==> src/rtl/spw_pkg.sv <==
package spw_pkg;

    localparam int SWORD_W = 16;
    localparam int CONV_MAX_W = 14;

    typedef logic [SWORD_W-1:0] sword_t;

    typedef struct packed {
        sword_t hi;
        sword_t lo;
    } lword_t;

    typedef enum logic [1:0] {
        WR_FULL  = 2'd0,
        WR_UPPER = 2'd1,
        WR_LOWER = 2'd2
    } wr_kind_t;

    function automatic logic [3:0] lanes_of(wr_kind_t k);
        case (k)
            WR_FULL:  return 4'b1111;
            WR_UPPER: return 4'b1100;
            WR_LOWER: return 4'b0011;
            default:  return 4'b0000;
        endcase
    endfunction

endpackage

==> src/rtl/spw_word_fmt.sv <==
module spw_word_fmt
    import spw_pkg::*;
#(
    parameter int DATA_W = 14
) (
    input  logic [DATA_W-1:0] conv,
    input  logic              ovr,
    output sword_t            word
);
    logic [CONV_MAX_W-1:0] conv_ext;

    assign conv_ext = CONV_MAX_W'(conv);
    assign word     = {1'b0, ovr, conv_ext};

    initial begin
        AST_WIDTH_FITS: assert (DATA_W <= CONV_MAX_W && DATA_W > 0);
    end
endmodule

==> src/rtl/spw_pair_hold.sv <==
module spw_pair_hold
    import spw_pkg::*;
#(
    parameter int NUM_CH  = 8,
    parameter int PAIR_AW = 16
) (
    input  logic                     clk,
    input  logic                     rst,
    input  logic                     first,
    input  logic                     clr,
    input  sword_t [NUM_CH-1:0]      words_in,
    input  logic [PAIR_AW-1:0]       pair_in,
    output logic                     pending,
    output sword_t [NUM_CH-1:0]      words_held,
    output logic [PAIR_AW-1:0]       pair_held
);
    always_ff @(posedge clk) begin
        if (rst) begin
            pending    <= 1'b0;
            words_held <= '0;
            pair_held  <= '0;
        end else begin
            if (first) begin
                words_held <= words_in;
                pair_held  <= pair_in;
            end
            if (clr)
                pending <= 1'b0;
            else if (first)
                pending <= 1'b1;
        end
    end
endmodule

==> src/rtl/spw_write_seq.sv <==
module spw_write_seq
    import spw_pkg::*;
#(
    parameter int NUM_CH  = 8,
    parameter int PAIR_AW = 16
) (
    input  logic                        clk,
    input  logic                        rst,
    input  logic                        load,
    input  lword_t [NUM_CH-1:0]         bank,
    input  wr_kind_t                    kind,
    input  logic [PAIR_AW-1:0]          pair,
    output logic                        mem_we,
    output logic [$clog2(NUM_CH)+PAIR_AW-1:0] mem_addr,
    output logic [31:0]                 mem_wdata,
    output logic [3:0]                  mem_be
);
    localparam int CH_W = $clog2(NUM_CH);

    logic                  busy;
    logic [CH_W-1:0]       idx;
    lword_t [NUM_CH-1:0]   bank_r;
    wr_kind_t              kind_r;
    logic [PAIR_AW-1:0]    pair_r;

    always_ff @(posedge clk) begin
        if (rst) begin
            busy   <= 1'b0;
            idx    <= '0;
            bank_r <= '0;
            kind_r <= WR_FULL;
            pair_r <= '0;
        end else if (load) begin
            busy   <= 1'b1;
            idx    <= '0;
            bank_r <= bank;
            kind_r <= kind;
            pair_r <= pair;
        end else if (busy) begin
            if (idx == CH_W'(NUM_CH - 1))
                busy <= 1'b0;
            idx <= idx + 1'b1;
        end
    end

    assign mem_we    = busy;
    assign mem_addr  = {idx, pair_r};
    assign mem_wdata = busy ? bank_r[idx] : 32'd0;
    assign mem_be    = busy ? lanes_of(kind_r) : 4'b0000;

    AST_NO_LOAD_BUSY: assert property (@(posedge clk) disable iff (rst)
        load |-> !busy);
endmodule

==> src/rtl/sample_pack_writer.sv <==
module sample_pack_writer
    import spw_pkg::*;
#(
    parameter int NUM_CH = 8,
    parameter int DATA_W = 14,
    parameter int DEPTH  = 131072,
    localparam int CONV_AW = $clog2(DEPTH),
    localparam int ADDR_W  = $clog2(NUM_CH) + CONV_AW - 1
) (
    input  logic                     clk,
    input  logic                     rst,
    input  logic                     capture,
    input  logic                     smp_stb,
    input  logic [NUM_CH*DATA_W-1:0] smp_data,
    input  logic [NUM_CH-1:0]        smp_ovr,
    input  logic [CONV_AW-1:0]       conv_addr,
    output logic [ADDR_W-1:0]        mem_addr,
    output logic [31:0]              mem_wdata,
    output logic                     mem_we,
    output logic [3:0]               mem_be
);
    localparam int PAIR_AW = CONV_AW - 1;
    localparam int REGION  = DEPTH / 2;

    sword_t [NUM_CH-1:0]  cur_words;
    sword_t [NUM_CH-1:0]  held_words;
    logic [PAIR_AW-1:0]   cur_pair;
    logic [PAIR_AW-1:0]   held_pair;
    logic                 pending;
    logic                 capture_q;
    logic                 stop_evt;
    logic                 first_stb;
    logic                 second_stb;
    logic                 flush;
    logic                 load;
    lword_t [NUM_CH-1:0]  bank;
    wr_kind_t             kind;
    logic [PAIR_AW-1:0]   load_pair;

    generate
        for (genvar c = 0; c < NUM_CH; c++) begin : g_fmt
            spw_word_fmt #(.DATA_W(DATA_W)) u_fmt (
                .conv (smp_data[c*DATA_W +: DATA_W]),
                .ovr  (smp_ovr[c]),
                .word (cur_words[c])
            );
        end
    endgenerate

    always_ff @(posedge clk) begin
        if (rst) capture_q <= 1'b0;
        else     capture_q <= capture;
    end

    assign cur_pair   = conv_addr[CONV_AW-1:1];
    assign stop_evt   = capture_q & ~capture;
    assign first_stb  = smp_stb & ~conv_addr[0];
    assign second_stb = smp_stb &  conv_addr[0];
    assign flush      = stop_evt & ~second_stb & (first_stb | pending);
    assign load       = second_stb | flush;

    always_comb begin
        for (int c = 0; c < NUM_CH; c++) begin
            if (flush) begin
                bank[c].hi = first_stb ? cur_words[c] : held_words[c];
                bank[c].lo = '0;
            end else begin
                bank[c].hi = pending ? held_words[c] : '0;
                bank[c].lo = cur_words[c];
            end
        end
        if (flush)        kind = WR_UPPER;
        else if (pending) kind = WR_FULL;
        else              kind = WR_LOWER;
        load_pair = (flush && !first_stb) ? held_pair : cur_pair;
    end

    spw_pair_hold #(.NUM_CH(NUM_CH), .PAIR_AW(PAIR_AW)) u_hold (
        .clk        (clk),
        .rst        (rst),
        .first      (first_stb),
        .clr        (load),
        .words_in   (cur_words),
        .pair_in    (cur_pair),
        .pending    (pending),
        .words_held (held_words),
        .pair_held  (held_pair)
    );

    spw_write_seq #(.NUM_CH(NUM_CH), .PAIR_AW(PAIR_AW)) u_seq (
        .clk       (clk),
        .rst       (rst),
        .load      (load),
        .bank      (bank),
        .kind      (kind),
        .pair      (load_pair),
        .mem_we    (mem_we),
        .mem_addr  (mem_addr),
        .mem_wdata (mem_wdata),
        .mem_be    (mem_be)
    );

    AST_FMT_TOP_BITS: assert property (@(posedge clk) disable iff (rst)
        mem_we |-> (mem_wdata[31] == 1'b0 && mem_wdata[15] == 1'b0));
    AST_REGION_STEP: assert property (@(posedge clk) disable iff (rst)
        (mem_we && $past(mem_we)) |-> (mem_addr == $past(mem_addr) + ADDR_W'(REGION)));
    AST_HALF_LOWER_ZERO: assert property (@(posedge clk) disable iff (rst)
        (mem_we && mem_be == 4'b1100) |-> (mem_wdata[15:0] == 16'd0));
    AST_LOWER_ONLY_ZERO_HI: assert property (@(posedge clk) disable iff (rst)
        (mem_we && mem_be == 4'b0011) |-> (mem_wdata[31:16] == 16'd0));
    AST_RESET_QUIET: assert property (@(posedge clk)
        $past(rst) |-> !mem_we);
endmodule

==> config.mk <==
export PLATFORM = sky130hd
export DESIGN_NAME = sample_pack_writer
export DESIGN_NICKNAME = d
export VERILOG_FILES = /design/src/rtl/spw_pkg.sv /design/src/rtl/spw_word_fmt.sv /design/src/rtl/spw_pair_hold.sv /design/src/rtl/spw_write_seq.sv /design/src/rtl/sample_pack_writer.sv
export SDC_FILE = /design/constraint.sdc
export NUM_CORES = 1
export LEC_CHECK = 0
export CAP_MARGIN = 5
export CELL_PAD_IN_SITES_DETAIL_PLACEMENT = 0
export CELL_PAD_IN_SITES_GLOBAL_PLACEMENT = 1
export CORE_AREA = 10 10 214 216
export DETAILED_ROUTE_END_ITERATION = 16
export DIE_AREA = 0 0 224 226
export PLACE_DENSITY_LB_ADDON = 0.1
export SYNTH_ARGS = -nofsm -noshare
export SYNTH_HDL_FRONTEND = slang
export SYNTH_SLANG_ARGS = --single-unit
export TNS_END_PERCENT = 20
==> constraint.sdc <==
create_clock -name clk -period 1.8 [get_ports clk]
set_clock_uncertainty 0.15 [all_clocks]
set_input_delay 0.27 -clock clk [delete_from_list [all_inputs] [get_ports clk]]
set_output_delay 0.27 -clock clk [all_outputs]
set_load 0.05 [all_outputs]
==> impl_metrics.csv <==
group,metric,value,unit
clocking,cts_buffer_depth,3,
synth,ys_async_sr_fraction,0,%
timing,fin_crit,2.78,ns
layout,layout_commonest_cell,"dfxtp_1",
detailed_routing,drcViolationCount,0,
synth,ys_seq_elements,400,
detailed_routing,dr.pass1.iters,5,
global_route,grt_max_degree,60,
detailed_routing,via_per_inst,5.28,
worst_setup_path,crit_start,"u_seq.idx[1]",
outcome,status,"complete, but fails checks",
clocking,numClockSinks,400,
worst_setup_path,worst_ep_arrival_time,2.36,ns
placed_design,io_buffers,194,
layout,post-route-util,52.9,%
layout,layout_common_cells,"dfxtp_1 (395), nand2_1 (337), nor2_1 (212)",
layout,fill_cells,3769,
synth,synth_cell_types,37,
power,ir_drop,0.639,mV
clocking,cts_max_level,2,
floorplanning,initial_core_util,38.6,%
clocking,numCtsBuffers,45,
power,p_total,21.1,mW
floorplanning,die_y,226,um
layout,multi_input_area,7910,sq um
layout,seq_area,8020,sq um
synth,syn_area,16000,sq um
flow_run,maxCapViolCount,0,
placed_design,preCtsSetupSlack,-0.475,ns
floorplanning,die_x,224,um
detailed_routing,post_drt_wl_per_cell,21.4,um
timing,period_share,154,%
global_route,grt_pass1_vias,13200,
synth,yosys_warnings,0,
layout,syn_to_final_growth,37.2,%
placed_design,hpwl,37.2,mm
global_route,grt_use_total,21.0,%
timing,rsz0062_at_grt,"yes",
synth,seq_area_frac_synth,49.9,%
floorplanning,fp-row-count,75,
layout,drive_gt1_share,22.3,%
clocking,root_buffer,"clkbuf_16",
detailed_routing,detailroute.via_count,13400,
floorplanning,die_area,50600,sq um
layout,design_area,22000,sq um
synth,synthFlopType,"dfxtp_1",
detailed_routing,routed_wl,54.2,mm
synth,synthCells,1680,
global_route,grt_remaining_overflow,0,
timing,setup_slack,-0.979,ns
global_route,antenna_found_initial,1,
floorplanning,pin_count,197,
detailed_routing,postRouteAntennaNets,0,
worst_setup_path,end_kind,"output pin",
worst_setup_path,crit_required,1.38,ns
layout,finalNetCount,2100,
clocking,cts_tree,"built",
timing,setup_viol,36,
hold_path,hold_path.class,"in -> reg",
floorplanning,core-area,41600,sq um
timing,hold_viol,0,
synth,synth.avg_cell_area,9.55,sq um
global_route,grt_pass1_wl,82.4,mm
power,powerDensity,959,nW/um^2
worst_setup_path,critPathMaxFanout,5,
timing,hold_ws,0.125,ns
worst_setup_path,start_kind,"flip-flop",
detailed_routing,initialDrtViolationCount,859,
clocking,clk_latency,0.57,ns
clocking,clkTransAtPathRegs,0.06,ns
layout,antenna_cells,0,
power,p_leak,8.28,nW
placed_design,finalWeightedCongestion,0.797,
timing,max_freq,0.360,GHz
synth,synth_edf_count,0,
timing,slew_viol_final,0,
hold_path,min_from,"smp_data[63]",
worst_setup_path,rr_startpoint,"u_hold.pending",
outcome,violations,"setup timing",
placed_design,placed_area,20100,sq um
worst_setup_path,worstSetupPathType,"reg -> out",
==> sequential cells by signal, summed over array words and instances (netlist names) <==
| name | cells |
|---|---|
| u_seq.mem_we | 1 |
| u_seq.bank_r | 240 |
| u_hold.words_held | 120 |
| u_hold.pending | 1 |
| u_hold.pair_held | 16 |
| capture_q | 1 |
| u_seq.idx | 3 |
| u_seq.kind_r | 2 |
| u_seq.pair_r | 16 |
==> metal layers <==
metal | wire length (um) | global-route usage (%) | share of wire [%]
met5 | 13 | 0 | 0.024
met3 | 2730 | 3.81 | 5.0
met1 | 24800 | 28.0 | 46
met2 | 25700 | 34.1 | 47
met4 | 1040 | 6.10 | 1.9
==> layout make-up <==
type                       count  share of cell area (%)
inverter                       4                  0.0910
multi-input combinational   1131                    36.0
clock inverter                10                   0.495
clock buffer                  72                    6.36
tap                          539                    3.06
timing repair buffer         375                    17.6
sequential                   400                    36.4
==> Yosys cell counts, types with 4 or more instances <==
master	n	share of area [%]
a22o_1	13	0.71
buf_1	4	0.094
nand2_1	337	7.9
a22oi_1	17	0.80
o21ai_1	5	0.16
o21ai_0	12	0.37
buf_2	46	1.4
a21oi_1	154	4.8
and3_1	4	0.16
mux4_2	60	8.4
a211oi_1	6	0.28
nor2b_1	4	0.16
buf_4	13	0.61
a221o_1	87	5.4
inv_1	4	0.094
nor2_1	244	5.7
mux2i_1	136	8.5
dfxtp_1	400	50
a21o_1	13	0.61
a311oi_1	16	0.87
clkbuf_1	82	1.9
==> timing repair <==
action	in CTS	in global routing
setup buffers	7	0
hold buffers	1	0
pin swaps	3	2
resized for setup	46	27
endpoints found under the setup margin	35	43
hold endpoints to repair	20	0
gates cloned	2	0
==> worst paths after layout <==
kind | endpoint | slack [ns] | depth (start not counted)
max | mem_wdata[11] | -0.98 | 7
min | u_seq.bank_r[135] | 0.12 | 3
max reg2reg | u_seq.bank_r[80] | 0.10 | 5
min reg2reg | u_seq.bank_r[166] | 0.30 | 2
==> critical path: stages (launching register included) <==
cell and delay (ns):
dfxtp_4 0.37, buf_8 0.14, buf_12 0.13, mux4_2 0.60
mux2i_2 0.19, buf_4 0.17, nor2_4 0.03, buf_6 0.15
==> logic make-up (layout without fill, tap and decap cells) <==
logic type / Yosys count / after routing / synth area share, %
compound gates: 332 / 332 / 14.5
xor+xnor: 1 / 1 / 0.0546
fa+ha+maj: 2 / 2 / 0.156
buf+inv: 150 / 461 / 4.22
flops: 400 / 400 / 49.9
mux: 196 / 196 / 16.9
other cells: 1 / 2 / 0.0234
simple gates: 598 / 598 / 14.2
==> where the power goes <==
group	leakage (nW)	switching (mW)	internal [mW]
logic	4.28	1.32	1.12
registers	3.26	0.188	9.19
clock network	0.739	3.69	5.60
total	8.28	5.20	15.9
==> per-stage QoR <==
stage               setup TNS [ns]  std cells
finish                      -27.37       2531
global route                -29.20       2531
CTS                         -29.38       2533
detailed placement         -139.43       2442
global placement           -138.90       2442
floorplan                    -6.91       1681
Power figures use the tool's default switching activity.
